File: config.mk
export PLATFORM = sky130hd
export DESIGN_NAME = tri_mode_phase_detector
export DESIGN_NICKNAME = d
export VERILOG_FILES = /design/src/rtl/pdet_pkg.sv /design/src/rtl/pdet_sync_edge.sv /design/src/rtl/pdet_pfd.sv /design/src/rtl/pdet_srff.sv /design/src/rtl/tri_mode_phase_detector.sv
export SDC_FILE = /design/constraint.sdc
export NUM_CORES = 1
export LEC_CHECK = 0
export CAP_MARGIN = 20
export CORE_AREA = 10 10 47 49
export DETAILED_ROUTE_END_ITERATION = 6
export DIE_AREA = 0 0 57 59
export HOLD_SLACK_MARGIN = 0.15
export PLACE_DENSITY = 0.61
export SLEW_MARGIN = 0
export SYNTH_ARGS = -nofsm -noshare
export SYNTH_HDL_FRONTEND = slang
export SYNTH_HIERARCHICAL = 1
export SYNTH_SLANG_ARGS = --single-unit
File: constraint.sdc
create_clock -name clk -period 2.5 [get_ports clk]
set_input_delay 0.25 -clock clk [delete_from_list [all_inputs] [get_ports clk]]
set_output_delay 0.25 -clock clk [all_outputs]
set_load 0.005 [all_outputs]
File: src/rtl/pdet_pkg.sv
package pdet_pkg;

    typedef enum logic [1:0] {
        PD_MODE_XOR  = 2'd0,
        PD_MODE_EDGE = 2'd1,
        PD_MODE_SR   = 2'd2,
        PD_MODE_OFF  = 2'd3
    } pd_mode_e;

    typedef enum logic [1:0] {
        PUMP_HIZ = 2'd0,
        PUMP_UP  = 2'd1,
        PUMP_DN  = 2'd2
    } pump_state_e;

    typedef struct packed {
        logic level;
        logic rise;
    } edge_info_t;

    // Next pump state: only a lone rising edge can move the machine.
    function automatic pump_state_e pump_next(pump_state_e cur, logic r_rise, logic f_rise);
        pump_state_e nxt;
        nxt = cur;
        if (r_rise != f_rise) begin
            unique case (cur)
                PUMP_HIZ: nxt = r_rise ? PUMP_UP : PUMP_DN;
                PUMP_UP:  nxt = f_rise ? PUMP_HIZ : PUMP_UP;
                PUMP_DN:  nxt = r_rise ? PUMP_HIZ : PUMP_DN;
                default:  nxt = PUMP_HIZ;
            endcase
        end
        return nxt;
    endfunction

endpackage

File: src/rtl/pdet_sync_edge.sv
module pdet_sync_edge
    import pdet_pkg::*;
#(
    parameter int STAGES = 2
) (
    input  logic       clk,
    input  logic       rst,
    input  logic       din,
    output edge_info_t info
);
    localparam int LAST = STAGES - 1;

    logic [STAGES:0] chain;

    always_ff @(posedge clk) begin
        if (rst) chain <= '0;
        else     chain <= {chain[STAGES-1:0], din};
    end

    assign info.level = chain[LAST];
    assign info.rise  = chain[LAST] & ~chain[STAGES];

    initial begin
        if (STAGES < 2) $error("pdet_sync_edge needs at least two stages");
    end
endmodule

File: src/rtl/pdet_pfd.sv
module pdet_pfd
    import pdet_pkg::*;
(
    input  logic       clk,
    input  logic       rst,
    input  logic       enable,
    input  edge_info_t ref_e,
    input  edge_info_t fb_e,
    output logic       pump_en,
    output logic       pump_lvl,
    output logic       lock
);
    pump_state_e state;

    always_ff @(posedge clk) begin
        if (rst || !enable) state <= PUMP_HIZ;
        else                state <= pump_next(state, ref_e.rise, fb_e.rise);
    end

    assign pump_en  = (state != PUMP_HIZ);
    assign pump_lvl = (state == PUMP_UP);
    assign lock     = (state == PUMP_HIZ);

    AST_UP_RELEASE: assert property (@(posedge clk) disable iff (rst)
        (enable && state == PUMP_UP && fb_e.rise && !ref_e.rise) |=> state == PUMP_HIZ);
    AST_DN_RELEASE: assert property (@(posedge clk) disable iff (rst)
        (enable && state == PUMP_DN && ref_e.rise && !fb_e.rise) |=> state == PUMP_HIZ);
    AST_UP_HOLDS: assert property (@(posedge clk) disable iff (rst)
        (enable && state == PUMP_UP && !fb_e.rise) |=> state == PUMP_UP);
    AST_SIMUL_HOLD: assert property (@(posedge clk) disable iff (rst)
        (enable && ref_e.rise && fb_e.rise) |=> $stable(state));
endmodule

File: src/rtl/pdet_srff.sv
module pdet_srff
    import pdet_pkg::*;
(
    input  logic       clk,
    input  logic       rst,
    input  logic       enable,
    input  edge_info_t ref_e,
    input  edge_info_t fb_e,
    output logic       q
);
    always_ff @(posedge clk) begin
        if (rst || !enable)              q <= 1'b0;
        else if (ref_e.rise && !fb_e.rise) q <= 1'b1;
        else if (fb_e.rise && !ref_e.rise) q <= 1'b0;
    end

    AST_SR_SET: assert property (@(posedge clk) disable iff (rst)
        (enable && ref_e.rise && !fb_e.rise) |=> q);
    AST_SR_CLEAR: assert property (@(posedge clk) disable iff (rst)
        (enable && fb_e.rise && !ref_e.rise) |=> !q);
    AST_SR_SIMUL: assert property (@(posedge clk) disable iff (rst)
        (enable && ref_e.rise && fb_e.rise) |=> $stable(q));
endmodule

File: src/rtl/tri_mode_phase_detector.sv
module tri_mode_phase_detector
    import pdet_pkg::*;
#(
    parameter int SYNC_STAGES = 2
) (
    input  logic       clk,
    input  logic       rst,
    input  logic       inhibit,
    input  logic [1:0] mode_sel,
    input  logic       ref_in,
    input  logic       fb_in,
    output logic       xor_out,
    output logic       pump_en,
    output logic       pump_lvl,
    output logic       lock,
    output logic       sr_out
);
    localparam int NCH = 2;

    logic [NCH-1:0] raw_in;
    edge_info_t     chan [NCH];
    edge_info_t     ref_e, fb_e;

    assign raw_in = {fb_in, ref_in};

    generate
        for (genvar i = 0; i < NCH; i++) begin : g_sync
            pdet_sync_edge #(.STAGES(SYNC_STAGES)) u_sync (
                .clk  (clk),
                .rst  (rst),
                .din  (raw_in[i]),
                .info (chan[i])
            );
        end
    endgenerate

    assign ref_e = chan[0];
    assign fb_e  = chan[1];

    pd_mode_e mode_now, mode_q;
    logic     mode_steady;

    assign mode_now    = pd_mode_e'(mode_sel);
    assign mode_steady = (mode_now == mode_q) && !inhibit;

    always_ff @(posedge clk) begin
        if (rst) mode_q <= PD_MODE_XOR;
        else     mode_q <= mode_now;
    end

    always_ff @(posedge clk) begin
        if (rst) xor_out <= 1'b0;
        else     xor_out <= (mode_steady && mode_now == PD_MODE_XOR) ? (ref_e.level ^ fb_e.level) : 1'b0;
    end

    pdet_pfd u_pfd (
        .clk      (clk),
        .rst      (rst),
        .enable   (mode_steady && mode_now == PD_MODE_EDGE),
        .ref_e    (ref_e),
        .fb_e     (fb_e),
        .pump_en  (pump_en),
        .pump_lvl (pump_lvl),
        .lock     (lock)
    );

    pdet_srff u_sr (
        .clk    (clk),
        .rst    (rst),
        .enable (mode_steady && mode_now == PD_MODE_SR),
        .ref_e  (ref_e),
        .fb_e   (fb_e),
        .q      (sr_out)
    );

    AST_INHIBIT_QUIET: assert property (@(posedge clk) disable iff (rst)
        inhibit |=> (!xor_out && !pump_en && lock && !sr_out));
    AST_PUMP_ISOLATE: assert property (@(posedge clk) disable iff (rst)
        (mode_sel != 2'd1) |=> !pump_en);
    AST_SR_ISOLATE: assert property (@(posedge clk) disable iff (rst)
        (mode_sel != 2'd2) |=> !sr_out);
    AST_XOR_ISOLATE: assert property (@(posedge clk) disable iff (rst)
        (mode_sel != 2'd0) |=> !xor_out);
    AST_LOCK_FLAG: assert property (@(posedge clk) disable iff (rst)
        lock != pump_en);
endmodule

==> results.py <==
metrics = {
    "yosys": {
        "largest_family_of_logic_cells_by_synthesized_area": "simple AND/OR/NAND/NOR gates",
        "synth_top_cell_area_share_pct": 49.4,
        "synth_compound_area_share_pct": 2.57,
        "count_leader_synth": "sky130_fd_sc_hd__dfxtp_1",
        "synth.net_count": 53,
        "synth_commonest_cells": "sky130_fd_sc_hd__dfxtp_1 (12), sky130_fd_sc_hd__nor2b_1 (9)",
        "yosys.area_share.simple_pct": 35.2,
        "ys_async_sr_fraction_pct": 0,
        "synthesis.yosys.warnings": 6,
        "ys_types": 18,
        "synth_largest_area_cell": "sky130_fd_sc_hd__dfxtp_1",
        "postSynthRegisterBits": 12,
        "synth.avg_cell_area_um2": 10.8,
        "syn_inst": 45,
        "synthFlopType": "sky130_fd_sc_hd__dfxtp_1",
        "yosys.area_share.adder_pct": 2.57,
        "synth_enable_flop_cells": 0,
        "yosys-mux-area-fraction_pct": 2.06,
        "synthXorXnorAreaFrac_pct": 3.60,
        "ys_seq_area_share_pct": 49.4,
        "synthTopCellsByArea": "sky130_fd_sc_hd__dfxtp_1 (49%), sky130_fd_sc_hd__nor2b_1 (12%), sky130_fd_sc_hd__nand4bb_1 (4.6%), sky130_fd_sc_hd__nor2b_2 (3.6%), sky130_fd_sc_hd__buf_4 (3.1%)",
        "netlist_area_um2": 487,
    },
    "grt": {
        "track_usage_pct": 5.37,
        "grt_pass1_vias": 335,
        "grt_max_degree": 15,
        "antenna_found_initial": 0,
        "grt_remaining_overflow": 0,
        "grt_pass1_wl_um": 1350,
    },
    "hold_path": {
        "min_from": "g_sync[1].u_sync/chain[0]",
        "min_path_type": "reg2reg",
        "worst_hold_path.endpoint": "g_sync[1].u_sync/chain[1]",
        "instance_count_along_the_most_critical_hold_path": 1,
    },
    "finish": {
        "post-route-cell-area_um2": 646,
        "fillCellCount": 139,
        "area.growth.synth_to_final_pct": 32.6,
        "n_antenna_cell": 0,
        "number_of_cells_in_the_finished_layout_apart_from_fillers": 75,
        "drive_above_1_share_pct": 16.9,
        "num-nets-final": 68,
    },
    "timing": {
        "hold_viol": 0,
        "totalNegativeSetupSlack_ps": 0,
        "setup_violations": 0,
        "maxSlewViolCount": 0,
        "slew-limit-headroom_pct": 61.6,
        "min_period_ps": 1560,
        "setup_repair_after_global_routing_missed_its_margin": "no",
        "worst_slew_pin_slew_ps": 571,
        "clock_skew_ps": 1.02,
        "final.period_utilization_pct": 62.3,
        "timing.final.ws_setup_ps": 943,
        "fmaxAchievable_mhz": 642,
    },
    "floorplanning": {
        "die_height_um": 59,
        "placeableCoreArea_um2": 1400,
        "num_io_pins": 12,
        "initial_core_util_pct": 34.7,
        "die_w_um": 57,
        "fp-row-count": 14,
        "die_area_um2": 3360,
    },
    "clock_network": {
        "numClockSinks": 12,
        "cts.repair.resized": 0,
        "tritoncts.num_buffers": 3,
        "cts_tree": "yes",
        "h-tree-depth": 1,
        "worst_skew_pair.late_latency_ps": 280,
        "clk_pin_slew_ps": 70,
        "ctsLongestPathBuffers": 2,
        "cts_setup_buffers": 0,
        "cts_hold_buffers": 0,
        "ctsRootBufferMaster": "sky130_fd_sc_hd__clkbuf_4",
    },
    "route": {
        "detail_route.first_pass.iterations": 4,
        "post-route-drc-count": 0,
        "route.vias.total": 348,
        "post_drt_via_cell_ratio": 4.64,
        "wire_per_inst_um": 10.8,
        "routed_wirelength_um": 813,
        "detail_route.iter0.violations": 6,
        "drtAntennaViolNets": 0,
    },
    "power_and_ir_drop": {
        "vdd_drop_max_uv": 284,
        "power.switching_mw": 0.0805,
        "p_clk_share_pct": 40.2,
        "power.share.switching_pct": 20.9,
        "share_seq_of_total_power_pct": 51.9,
        "static_leak_nw": 0.246,
        "power_report.internal_total_mw": 0.304,
        "powerDensity_nw_per_um2": 596,
        "pwr-share-comb_pct": 7.8,
    },
    "setup_path": {
        "reg2reg_setup_slack_ps": 1160,
        "crit_path_cell_trace": "nor2b_1 > clkdlybuf4s50_1",
        "crit-reg2reg-launch": "g_sync[1].u_sync/chain[1]",
        "critPathCaptureType": "output port",
        "critical_path.startpoint_type": "register",
        "critical_path_class": "reg2out",
        "worst_r2r_path_depth": 5,
        "critPathLaunch": "u_pfd/state[0]",
        "r2r-end": "u_sr/q",
        "critical_path_arrival_ps": 1310,
        "timing.critical_path.slowest_stage_cell": "sky130_fd_sc_hd__clkdlybuf4s50_1",
        "number_of_buffer_and_inverter_stages_on_the_critical_path": 1,
        "worst-path-max-fanout": 4,
        "worst-endpoint-required_ps": 2250,
        "crit_path_leading_delay_family": "buffers and inverters",
        "max_stage_delay_ps": 510,
    },
    "job": {
        "maxCapViolCount": 0,
    },
    "outcome": {
        "run_status": "finished, final reports clean",
    },
    "placement": {
        "place_worst_setup_slack_ps": 826,
        "port-buffer-count": 11,
        "dp.cells": 71,
        "gp_congestion": 0.684,
        "placed_cell_area_um2": 609,
        "place.detailed.hpwl_um": 644,
    },
}
-- power by group through the flow --
stage / Clock, mW / Sequential, mW / Combinational, mW
4_1_cts: 0.157 / 0.200 / 0.0307
5_1_grt: 0.167 / 0.200 / 0.0332
3_5_place_dp: 0 / 0.204 / 0.0305
3_3_place_gp: 0 / 0.204 / 0.0307
6_report: 0.155 / 0.200 / 0.0302
2_1_floorplan: 0 / 0.203 / 0.0155
-- through the flow --
step / hold slack (ps) / power, mW / utilization (%)
floorplan: 320 / 0.219 / -
global placement: 427 / 0.235 / 43.5
detailed placement: 428 / 0.235 / 43.5
CTS: 446 / 0.387 / 46.1
global route: 463 / 0.401 / 46.1
finish: 441 / 0.385 / 46.1
-- cell families (layout without fill, tap and decap cells) --
| logic type | after synthesis | after routing |
|---|---|---|
| xor+xnor | 2 | 2 |
| buf+inv | 4 | 18 |
| mux | 1 | 1 |
| fa+ha+maj | 1 | 1 |
| compound gates | 2 | 2 |
| simple gates | 23 | 23 |
| flops | 12 | 12 |
-- area by class of cell --
class / instances / area (um2) / area share (%)
Tap cell: 16 / 20.0 / 3.10
Clock buffer: 4 / 36.3 / 5.62
Multi-Input combinational cell: 29 / 224 / 34.7
Inverter: 2 / 7.51 / 1.16
Sequential cell: 12 / 240 / 37.2
Timing Repair Buffer: 12 / 118 / 18.2
-- cell usage in the layout, fill, tap and decap left out, drive strengths merged, types with 2 or more instances in the layout --
cell type / Yosys / final
dfxtp: 12 / 12
o22ai: 2 / 2
nand2: 2 / 2
clkbuf: 0 / 4
nor2b: 11 / 11
clkdlybuf4s50: 0 / 11
nor4: 3 / 3
nand4bb: 2 / 2
nand3b: 2 / 2
inv: 2 / 2
-- flip-flops by register name (all words and copies together), names as in the netlist --
register             count
u_pfd/state              2
g_sync.u_sync/chain      6
mode_q                   2
u_sr/q                   1
xor_out                  1
-- per-layer routing --
metal,GRT usage (%),up-vias,routed length [um]
met5,0,-,0
met4,6.04,0,33
met3,2.79,5,44
met2,7.91,8,397
met1,5.02,153,337
li1,-,182,-
-- how the worst max path moves through the flow --
stage | to | slack [ps] | cells past startpoint
final | pump_lvl | 940 | 2
after global routing | lock | 870 | 2
after CTS | pump_lvl | 940 | 2
after detailed placement | u_pfd/state[1] | 830 | 5
after global placement | u_pfd/state[1] | 860 | 5
after floorplan | u_sr/q | 1300 | 5
No activity file was read; power rests on OpenSTA's default activity.
